## src/rtl/irq_rdclr_pkg.sv

```systemverilog
package irq_rdclr_pkg;

   localparam int unsigned OFF_MASKED  = 32'h2C;
   localparam int unsigned OFF_MASK    = 32'h30;
   localparam int unsigned OFF_RAW     = 32'h34;
   localparam int unsigned OFF_CLR_ALL = 32'h40;
   localparam int unsigned OFF_CLR_0   = 32'h44;
   localparam int unsigned OFF_ABRT    = 32'h80;

   // slot of a sticky bit among the clear registers: sticky bits below it
   function automatic int unsigned clr_slot(input int unsigned idx,
                                            input logic [31:0] lvl_msk);
      int unsigned n;
      n = 0;
      for (int unsigned k = 0; k < 32; k++) begin
         if (k < idx && !lvl_msk[k]) n++;
      end
      return n;
   endfunction

   function automatic int unsigned clr_off(input int unsigned idx,
                                           input logic [31:0] lvl_msk);
      return OFF_CLR_0 + 4 * clr_slot(idx, lvl_msk);
   endfunction

endpackage

```

## src/rtl/irq_evt_latch.sv

```systemverilog
module irq_evt_latch (
   input  logic clk,
   input  logic rst_n,
   input  logic set_i,
   input  logic clr_i,
   output logic stat_o
);
   logic q;

   // set wins: an event in the clearing cycle is kept
   always_ff @(posedge clk or negedge rst_n) begin
      if (!rst_n)     q <= 1'b0;
      else if (set_i) q <= 1'b1;
      else if (clr_i) q <= 1'b0;
   end

   assign stat_o = q;
endmodule

```

## src/rtl/irq_abort_word.sv

```systemverilog
module irq_abort_word #(
   parameter int unsigned W = 16
) (
   input  logic         clk,
   input  logic         rst_n,
   input  logic         cap_i,
   input  logic [W-1:0] src_i,
   input  logic         clr_i,
   output logic [W-1:0] word_o
);
   logic [W-1:0] q;
   logic [W-1:0] kept;
   logic [W-1:0] fresh;

   assign kept  = clr_i ? '0 : q;
   assign fresh = cap_i ? src_i : '0;

   always_ff @(posedge clk or negedge rst_n) begin
      if (!rst_n) q <= '0;
      else        q <= kept | fresh;
   end

   assign word_o = q;
endmodule

```

## src/rtl/irq_reg_port.sv

```systemverilog
module irq_reg_port
   import irq_rdclr_pkg::*;
#(
   parameter int unsigned          NUM_SRC  = 12,
   parameter logic [NUM_SRC-1:0]   LVL_MSK  = 12'h014,
   parameter int unsigned          ADDR_W   = 8,
   parameter int unsigned          DATA_W   = 32,
   parameter int unsigned          ABRT_W   = 16,
   parameter logic [NUM_SRC-1:0]   MASK_RST = 12'h254
) (
   input  logic               clk,
   input  logic               rst_n,
   input  logic [ADDR_W-1:0]  addr,
   input  logic               rd_en,
   input  logic               wr_en,
   input  logic [DATA_W-1:0]  wr_data,
   input  logic [NUM_SRC-1:0] raw_i,
   input  logic [ABRT_W-1:0]  abrt_i,
   output logic [NUM_SRC-1:0] mask_o,
   output logic [NUM_SRC-1:0] clr_hit_o,
   output logic               clr_all_o,
   output logic [DATA_W-1:0]  rd_data_o
);
   localparam logic [NUM_SRC-1:0] STICKY = ~LVL_MSK;

   logic [NUM_SRC-1:0] addr_hit;
   logic [NUM_SRC-1:0] mask_q;
   logic [DATA_W-1:0]  rd_next;
   logic [DATA_W-1:0]  rd_q;
   logic               at_mask, at_masked, at_raw, at_all, at_abrt;

   assign at_mask   = (addr == ADDR_W'(OFF_MASK));
   assign at_masked = (addr == ADDR_W'(OFF_MASKED));
   assign at_raw    = (addr == ADDR_W'(OFF_RAW));
   assign at_all    = (addr == ADDR_W'(OFF_CLR_ALL));
   assign at_abrt   = (addr == ADDR_W'(OFF_ABRT));

   for (genvar i = 0; i < NUM_SRC; i++) begin : g_dec
      if (LVL_MSK[i]) begin : g_lvl
         assign addr_hit[i] = 1'b0;
      end else begin : g_stk
         localparam int unsigned OFF = clr_off(i, 32'(LVL_MSK));
         assign addr_hit[i] = (addr == ADDR_W'(OFF));
      end
   end

   assign clr_hit_o = addr_hit & {NUM_SRC{rd_en}};
   assign clr_all_o = rd_en & at_all;

   always_ff @(posedge clk or negedge rst_n) begin
      if (!rst_n)                 mask_q <= MASK_RST;
      else if (wr_en && at_mask)  mask_q <= wr_data[NUM_SRC-1:0];
   end

   always_comb begin
      rd_next = '0;
      if (at_masked)     rd_next[NUM_SRC-1:0] = raw_i & mask_q;
      else if (at_mask)  rd_next[NUM_SRC-1:0] = mask_q;
      else if (at_raw)   rd_next[NUM_SRC-1:0] = raw_i;
      else if (at_all)   rd_next[0] = |(raw_i & STICKY);
      else if (at_abrt)  rd_next[ABRT_W-1:0] = abrt_i;
      else if (|addr_hit) rd_next[0] = |(raw_i & addr_hit);
   end

   always_ff @(posedge clk or negedge rst_n) begin
      if (!rst_n)     rd_q <= '0;
      else if (rd_en) rd_q <= rd_next;
   end

   if (DATA_W > NUM_SRC) begin : g_unused
      logic unused_wr_hi;
      assign unused_wr_hi = ^wr_data[DATA_W-1:NUM_SRC];
   end

   assign mask_o    = mask_q;
   assign rd_data_o = rd_q;
endmodule

```

## src/rtl/irq_rdclr_ctrl.sv

```systemverilog
module irq_rdclr_ctrl
   import irq_rdclr_pkg::*;
#(
   parameter int unsigned          NUM_SRC  = 12,
   parameter logic [NUM_SRC-1:0]   LVL_MSK  = 12'h014,
   parameter logic [NUM_SRC-1:0]   MASK_RST = 12'h254,
   parameter int unsigned          TXA_BIT  = 6,
   parameter int unsigned          ADDR_W   = 8,
   parameter int unsigned          DATA_W   = 32,
   parameter int unsigned          ABRT_W   = 16
) (
   input  logic               clk,
   input  logic               rst_n,
   input  logic [NUM_SRC-1:0] src_in,
   input  logic [ABRT_W-1:0]  abrt_src_in,
   input  logic [ADDR_W-1:0]  addr,
   input  logic               rd_en,
   input  logic               wr_en,
   input  logic [DATA_W-1:0]  wr_data,
   output logic [DATA_W-1:0]  rd_data,
   output logic               irq
);
   if (NUM_SRC > DATA_W || NUM_SRC > 32)   begin : g_chk_n  $error("NUM_SRC too wide");  end
   if (ABRT_W > DATA_W)                    begin : g_chk_a  $error("ABRT_W too wide");   end
   if (ADDR_W < 8)                         begin : g_chk_ad $error("ADDR_W below 8");    end
   if (TXA_BIT >= NUM_SRC)                 begin : g_chk_t  $error("TXA_BIT range");     end
   else if (LVL_MSK[TXA_BIT])              begin : g_chk_tl $error("TXA_BIT is level");  end

   logic [NUM_SRC-1:0] raw_stat;
   logic [NUM_SRC-1:0] mask_q;
   logic [NUM_SRC-1:0] clr_hit;
   logic               clr_all;
   logic [ABRT_W-1:0]  abrt_q;

   for (genvar i = 0; i < NUM_SRC; i++) begin : g_src
      if (LVL_MSK[i]) begin : g_lvl
         assign raw_stat[i] = src_in[i];
      end else begin : g_stk
         irq_evt_latch u_lat (
            .clk    (clk),
            .rst_n  (rst_n),
            .set_i  (src_in[i]),
            .clr_i  (clr_hit[i] | clr_all),
            .stat_o (raw_stat[i])
         );
      end
   end

   irq_abort_word #(.W(ABRT_W)) u_abrt (
      .clk    (clk),
      .rst_n  (rst_n),
      .cap_i  (src_in[TXA_BIT]),
      .src_i  (abrt_src_in),
      .clr_i  (clr_hit[TXA_BIT] | clr_all),
      .word_o (abrt_q)
   );

   irq_reg_port #(
      .NUM_SRC  (NUM_SRC),
      .LVL_MSK  (LVL_MSK),
      .ADDR_W   (ADDR_W),
      .DATA_W   (DATA_W),
      .ABRT_W   (ABRT_W),
      .MASK_RST (MASK_RST)
   ) u_regs (
      .clk       (clk),
      .rst_n     (rst_n),
      .addr      (addr),
      .rd_en     (rd_en),
      .wr_en     (wr_en),
      .wr_data   (wr_data),
      .raw_i     (raw_stat),
      .abrt_i    (abrt_q),
      .mask_o    (mask_q),
      .clr_hit_o (clr_hit),
      .clr_all_o (clr_all),
      .rd_data_o (rd_data)
   );

   assign irq = |(raw_stat & mask_q);
endmodule

```

## config.mk

```make
export PLATFORM = sky130hd
export DESIGN_NAME = irq_rdclr_ctrl
export DESIGN_NICKNAME = d
export VERILOG_FILES = /design/src/rtl/irq_rdclr_pkg.sv /design/src/rtl/irq_evt_latch.sv /design/src/rtl/irq_abort_word.sv /design/src/rtl/irq_reg_port.sv /design/src/rtl/irq_rdclr_ctrl.sv
export SDC_FILE = /design/constraint.sdc
export NUM_CORES = 1
export LEC_CHECK = 0
export BUFFER_PORTS_ARGS = -buffer_cell sky130_fd_sc_hd__buf_4
export CAP_MARGIN = 25
export CORE_MARGIN = 4
export CORE_UTILIZATION = 49
export DETAILED_ROUTE_END_ITERATION = 12
export PLACE_DENSITY = 0.82
export SLEW_MARGIN = 20
export SYNTH_ARGS = -nofsm -noshare
export SYNTH_HDL_FRONTEND = slang
export SYNTH_SLANG_ARGS = --single-unit
```

## constraint.sdc

```tcl
create_clock -name clk -period 1.7 [get_ports clk]
set_clock_uncertainty 0.1 [all_clocks]
set_input_delay 0.255 -clock clk [delete_from_list [all_inputs] [get_ports clk]]
set_output_delay 0.255 -clock clk [all_outputs]
set_load 0.05 [all_outputs]
```

# --- Yosys cells after proc, flatten, opt, wreduce, memory -nomap -nowiden ---
# Index checks and enable logic that the tools add are counted.
classes:
  addsub: 0
  n_mul: 0
  div: 0
  magnitude_cmp: 0
  n_eq_ne: 15
  n_shift: 0
  n_mux: 33
  bitwise: 15
  reduce_logical: 15
ops:
  columns: ["cell", "n"]
  rows:
  - ["equality test 8 x 7 -> 1 bit (second input constant)", 11]
  - ["bitwise AND 12 bit", 3]
  - ["2-to-1 mux 12 bit", 3]
  - ["2-to-1 mux 16 bit", 2]
  - ["2-to-1 mux 15 bit", 2]
  - ["equality test 8 x 6 -> 1 bit (second input constant)", 3]
  - ["OR reduction 12 bit", 2]
  - ["2-to-1 mux 1 bit", 23]
  - ["nonzero test 2 bit", 10]
  - ["OR reduction 10 bit", 2]
  - ["bitwise OR 16 bit", 1]
  - ["2-to-1 mux 4 bit", 3]
  - ["bitwise OR 1 bit", 10]
  - ["equality test 8 bit (second input constant)", 1]
  - ["bitwise AND 1 bit", 1]
  - ["logical AND 1 bit", 1]
totals:
  regBits: 54
  latchBits: 0
  mem_bits_rw: 0
  romBits: 0
  in_bits: 72
  out_inout_bits: 33
  memories: 0

# --- Logic depth before layout (Yosys ltp) ---
depth:
  ltp_word: 9
  depth_mapped: 7
  depth_no_buf: 5

# --- Hierarchy ---
# From an unflattened synthesis, not the netlist that was laid out.
hier_totals:
  hier_cells: 310
  area_unflattened_um2: 3004.1
by_module_without_submodules:
  columns: ["module", "instances", "cells_each", "area_each_um2"]
  rows:
  - ["irq_reg_port", 1, 196, 1830.5]
  - ["irq_abort_word", 1, 67, 671.9]
  - ["irq_evt_latch", 10, 3, 36.3]
  - ["irq_rdclr_ctrl", 1, 17, 138.9]

# --- Worst setup path before layout ---
# OpenSTA, ideal clock, no wires.
synth_timing:
  kind: "input -> register"
  start: "input addr[2]"
  end: "register u_regs.rd_q[0] (netlist: u_regs.rd_data_o[0])"
  t_arrival_ps: 1555
  setup_slack_ps: -83
  path_stages: 6
  n_path_buf: 1
  cell_sequence: "buf_2 > or3b_1 > a2111oi_4 > a2bb2oi_1 > a31oi_1 > o31ai_1"
synth_between:
  elab_chain_len: 9
synth_lines:
  columns: ["item", "line_no", "rtl"]
  rows:
  - ["from (decl)", "irq_rdclr_ctrl.sv:16", "input logic [ADDR_W-1:0] addr,"]
  - ["equality test 8 x 7 -> 1 bit", "irq_reg_port.sv:43", "assign addr_hit[i] = (addr == ADDR_W'(OFF));"]
  - ["bitwise AND 12 bit", "irq_reg_port.sv:62", "else if (|addr_hit) rd_next[0] = |(raw_i & addr_hit);"]
  - ["OR reduction 12 bit", "irq_reg_port.sv:62", null]
  - ["2-to-1 mux 1 bit", "irq_reg_port.sv:62", null]
  - ["2-to-1 mux 1 bit", "irq_reg_port.sv:61", "else if (at_abrt) rd_next[ABRT_W-1:0] = abrt_i;"]
  - ["2-to-1 mux 1 bit", "irq_reg_port.sv:60", "else if (at_all) rd_next[0] = |(raw_i & STICKY);"]
  - ["2-to-1 mux 12 bit", "irq_reg_port.sv:59", "else if (at_raw) rd_next[NUM_SRC-1:0] = raw_i;"]
  - ["2-to-1 mux 12 bit", "irq_reg_port.sv:58", "else if (at_mask) rd_next[NUM_SRC-1:0] = mask_q;"]
  - ["2-to-1 mux 12 bit *", "irq_reg_port.sv:57", "if (at_masked) rd_next[NUM_SRC-1:0] = raw_i & mask_q;"]
  - ["to (signal assigned)", "irq_reg_port.sv:67", "else if (rd_en) rd_q <= rd_next;"]
  - ["to (decl)", "irq_reg_port.sv:29", "logic [DATA_W-1:0] rd_q;"]
# Every way passes the cells marked *; elsewhere a longest branch is shown, timed or not.
# A chain may end at the register's enable or synchronous reset.

# --- Final worst setup path ---
layout_timing:
  start: "register u_regs.mask_q[8] (netlist: u_regs.mask_o[8])"
  end: "output irq"
layout_between:
  elab_chain_len: 2
layout_lines:
  columns: ["item", "line_no", "rtl"]
  rows:
  - ["from (decl)", "irq_reg_port.sv:27", "logic [NUM_SRC-1:0] mask_q;"]
  - ["from (signal assigned)", "irq_reg_port.sv:52", "else if (wr_en && at_mask) mask_q <= wr_data[NUM_SRC-1:0];"]
  - ["bitwise AND 12 bit", "irq_rdclr_ctrl.sv:80", "assign irq = |(raw_stat & mask_q);"]
  - ["OR reduction 12 bit", "irq_rdclr_ctrl.sv:80", null]
  - ["to (decl)", "irq_rdclr_ctrl.sv:21", "output logic irq"]
# Every way passes these cells.

==> impl_results.md <==
- Clk sinks: 54
- Hold Path Class: input port to register
- Max-Cap Viols: 0
- Area of the multi-input gates: 1320 sq um
- Fill cell count: 435
- Peak VDD IR: 856 uV
- Minimum setup slack after placement: -194 ps
- Die H: 83.7 um
- Ant diodes: 0
- H-Tree Depth: 2
- Drt wl/cell: 17.6 um
- Most common cell in the netlist: dfrtp_1
- GRT Total Usage: 21.9%
- Main synth FF type: dfrtp_1
- Avg Cell Area, Syn: 10.5 sq um
- Vias/cell: 5.79
- Slew Limit Fails: 0
- Period utilization: 107%
- Post-Syn Instances: 268
- Max Freq: 552 MHz
- Layout cells sized above 1: 35.3%
- Critical path's slowest cell: dfrtp_1
- Worst-Margin Slew: 656 ps
- Clock-pin slew on the worst setup and hold paths: 90 ps
- Router iterations before antenna repair: 5
- Placed cell area: 3540 sq um
- Top-area cell type share of the netlist area: 44.6%
- Static Leak: 0.00165 uW
- Register area share after synthesis: 48.3%
- Initial detailed-routing violation count: 198
- Outcome: finished with violations
- Crit-path max FO: 2
- Pwr dens: 746 nW/um^2
- Finished Cell Area: 3740 sq um
- Setup Viol. Count Final: 1
- Final Worst Setup Slack: -112 ps
- Tmin final: 1810 ps
- Die Width: 83.7 um
- Gpl congestion: 0.867
- Storage cell area: 1360 sq um
- Vias post-DR: 2502
- Rows: 27
- Worst Setup End Kind: primary output
- CP Launch Type: register
- Post-synthesis register bit count: 54
- I/O pins: 105
- Core area: 5540 sq um
- Relative slew margins: 56.3%
- Req. time, crit path: 1340 ps
- I/O Buffers: 68
- GRT Residual Overflow: 0
- Vias in the first global route: 2423
- Final #Nets: 431
- CP Class: register to primary output
- Violated checks: negative setup slack
- Initial Utilization: 50.7%
- R2R Setup Slk: 80 ps
- Maximum clock insertion buffer count: 2
- CTS tree: yes
- Yosys top cell by area: dfrtp_1
- Netlist cell types: 45
- Fraction of registers with async set/reset: 100%
- Ys Warns: 0
- Critical path, cell by cell: a22oi_2 -> nand4_1 -> nand4b_1 -> buf_6
- Total CTS buffers: 5
- Final Power: 2790 uW
- Critical Path Max Stage Delay: 410 ps
- Initial antenna violation count: 0
- Global-route wire length before repair: 12300 um
- Post-DP HPWL: 5530 um
- Clk root buf: clkbuf_8
- Crit path DAT: 1460 ps
- Worst Path Buf+Inv: 1
- Die area: 7000 sq um
- Crit path max-delay family: flip-flops
- EDFF count, synth: 0
- Count of final hold-check violations: 0
- Clock Latency Late Sink: 310 ps
- Layout area overhead: 33.3%
- Synth top area cells: dfrtp_1 (45%), a22o_1 (5.0%), buf_4 (4.5%)
- Largest net degree at the start of global routing: 55
- Remaining antenna violation count: 0
- Top cells by count, synth: dfrtp_1 (50), buf_4 (17), a22o_1 (16), a22oi_1 (16), nor2_1 (15)
- Remaining routing DRC violations: 0
- RSZ-0062 raised after global routing: yes
- Syn Std Cell Area: 2810 sq um
- Detailed Route WL: 7590 um
## worst paths after layout
kind                                                  start                     endpoint  cells past startpoint
min in group asynchronous                             rst_n            u_abrt.word_o[13]                      2
worst min register to register            u_abrt.word_o[13]            u_abrt.word_o[13]                      1
worst min-delay path                              src_in[3]  g_src[3].g_stk.u_lat.stat_o                      2
worst max-delay path                       u_regs.mask_o[8]                          irq                      4
max in group asynchronous                             rst_n  g_src[3].g_stk.u_lat.stat_o                      2
worst max register to register  g_src[5].g_stk.u_lat.stat_o          u_regs.rd_data_o[0]                      6
## stage by stage
stage / instances / util (%) / TNS (ps) / hold slack [ps]
after global routing: 432 / 67.5 / -158 / 4.62
after detailed placement: 418 / 64.0 / -3490 / 227
final: 432 / 67.5 / -112 / 20.8
after global placement: 418 / 64.0 / -2880 / 223
after CTS: 432 / 67.1 / -109 / 17.2
after floorplan: 283 / - / -26.7 / -141
## report_power, final
part           internal (uW)  switching [uW]
logic                    208             344
clock network            480             399
registers               1330            31.7
## layout make-up
class                   instances  share of cell area (%)
multi-input cells             187                    35.2
well taps                      72                    2.41
flip-flops and latches         54                    36.2
clock buffers                   7                    2.31
repair buffers                104                    22.4
clock inverters                 1                   0.802
inverters                       7                   0.702
## metal layers
layer  track usage, %  up-vias  routed length (um)
li1                 -     1150                   -
met1             28.8     1201                3100
met2             35.9      138                3650
met3             5.63       13                 693
met4             6.29        0                 140
met5                0        -                   0
## worst register-to-register path, cell delays in order, from the launching register on
cell	delay (ps)
dfrtp_1	420
buf_4	160
buf_4	150
nor4_1	310
nand4_1	130
a21boi_1	160
o31ai_1	70
## repair_timing
action                     CTS  global route
setup endpoints to repair    1             2
setup buffers                5             1
pin swaps                    5             5
hold buffers                 1             0
cloned                       0             0
resized for setup            2             5
hold endpoints to repair    50             0
## cell families (layout without fill, tap and decap cells)
| kind of cell | count (synthesis) | in the layout | share of synthesized area (%) |
|---|---|---|---|
| mux | 13 | 13 | 5.17 |
| xor+xnor | 5 | 5 | 1.56 |
| buf+inv | 42 | 119 | 8.47 |
| simple gates | 69 | 69 | 13.7 |
| other cells | 1 | 16 | 0.134 |
| compound gates | 84 | 84 | 22.6 |
| flops | 54 | 54 | 48.3 |
## sequential cells by signal (all words and copies together), names as in the netlist
signal / flops
g_src.g_stk.u_lat.stat_o: 10
u_regs.mask_o: 12
u_regs.rd_data_o: 16
u_abrt.word_o: 16
## cell usage in the layout, fill, tap and decap left out, drive strengths merged, types with 6 or more instances in the layout
cell / Yosys / final
nand3: 11 / 11
inv: 7 / 7
dfrtp: 50 / 50
a21o: 11 / 11
a31oi: 12 / 12
a22oi: 16 / 16
nor3: 6 / 6
nand2: 12 / 12
o211ai: 14 / 14
conb: 1 / 16
buf: 28 / 103
nor2: 15 / 15
o21ai: 8 / 8
a22o: 16 / 16
clkbuf: 7 / 7
mux2: 12 / 12
(Power assumes the default switching activity.)
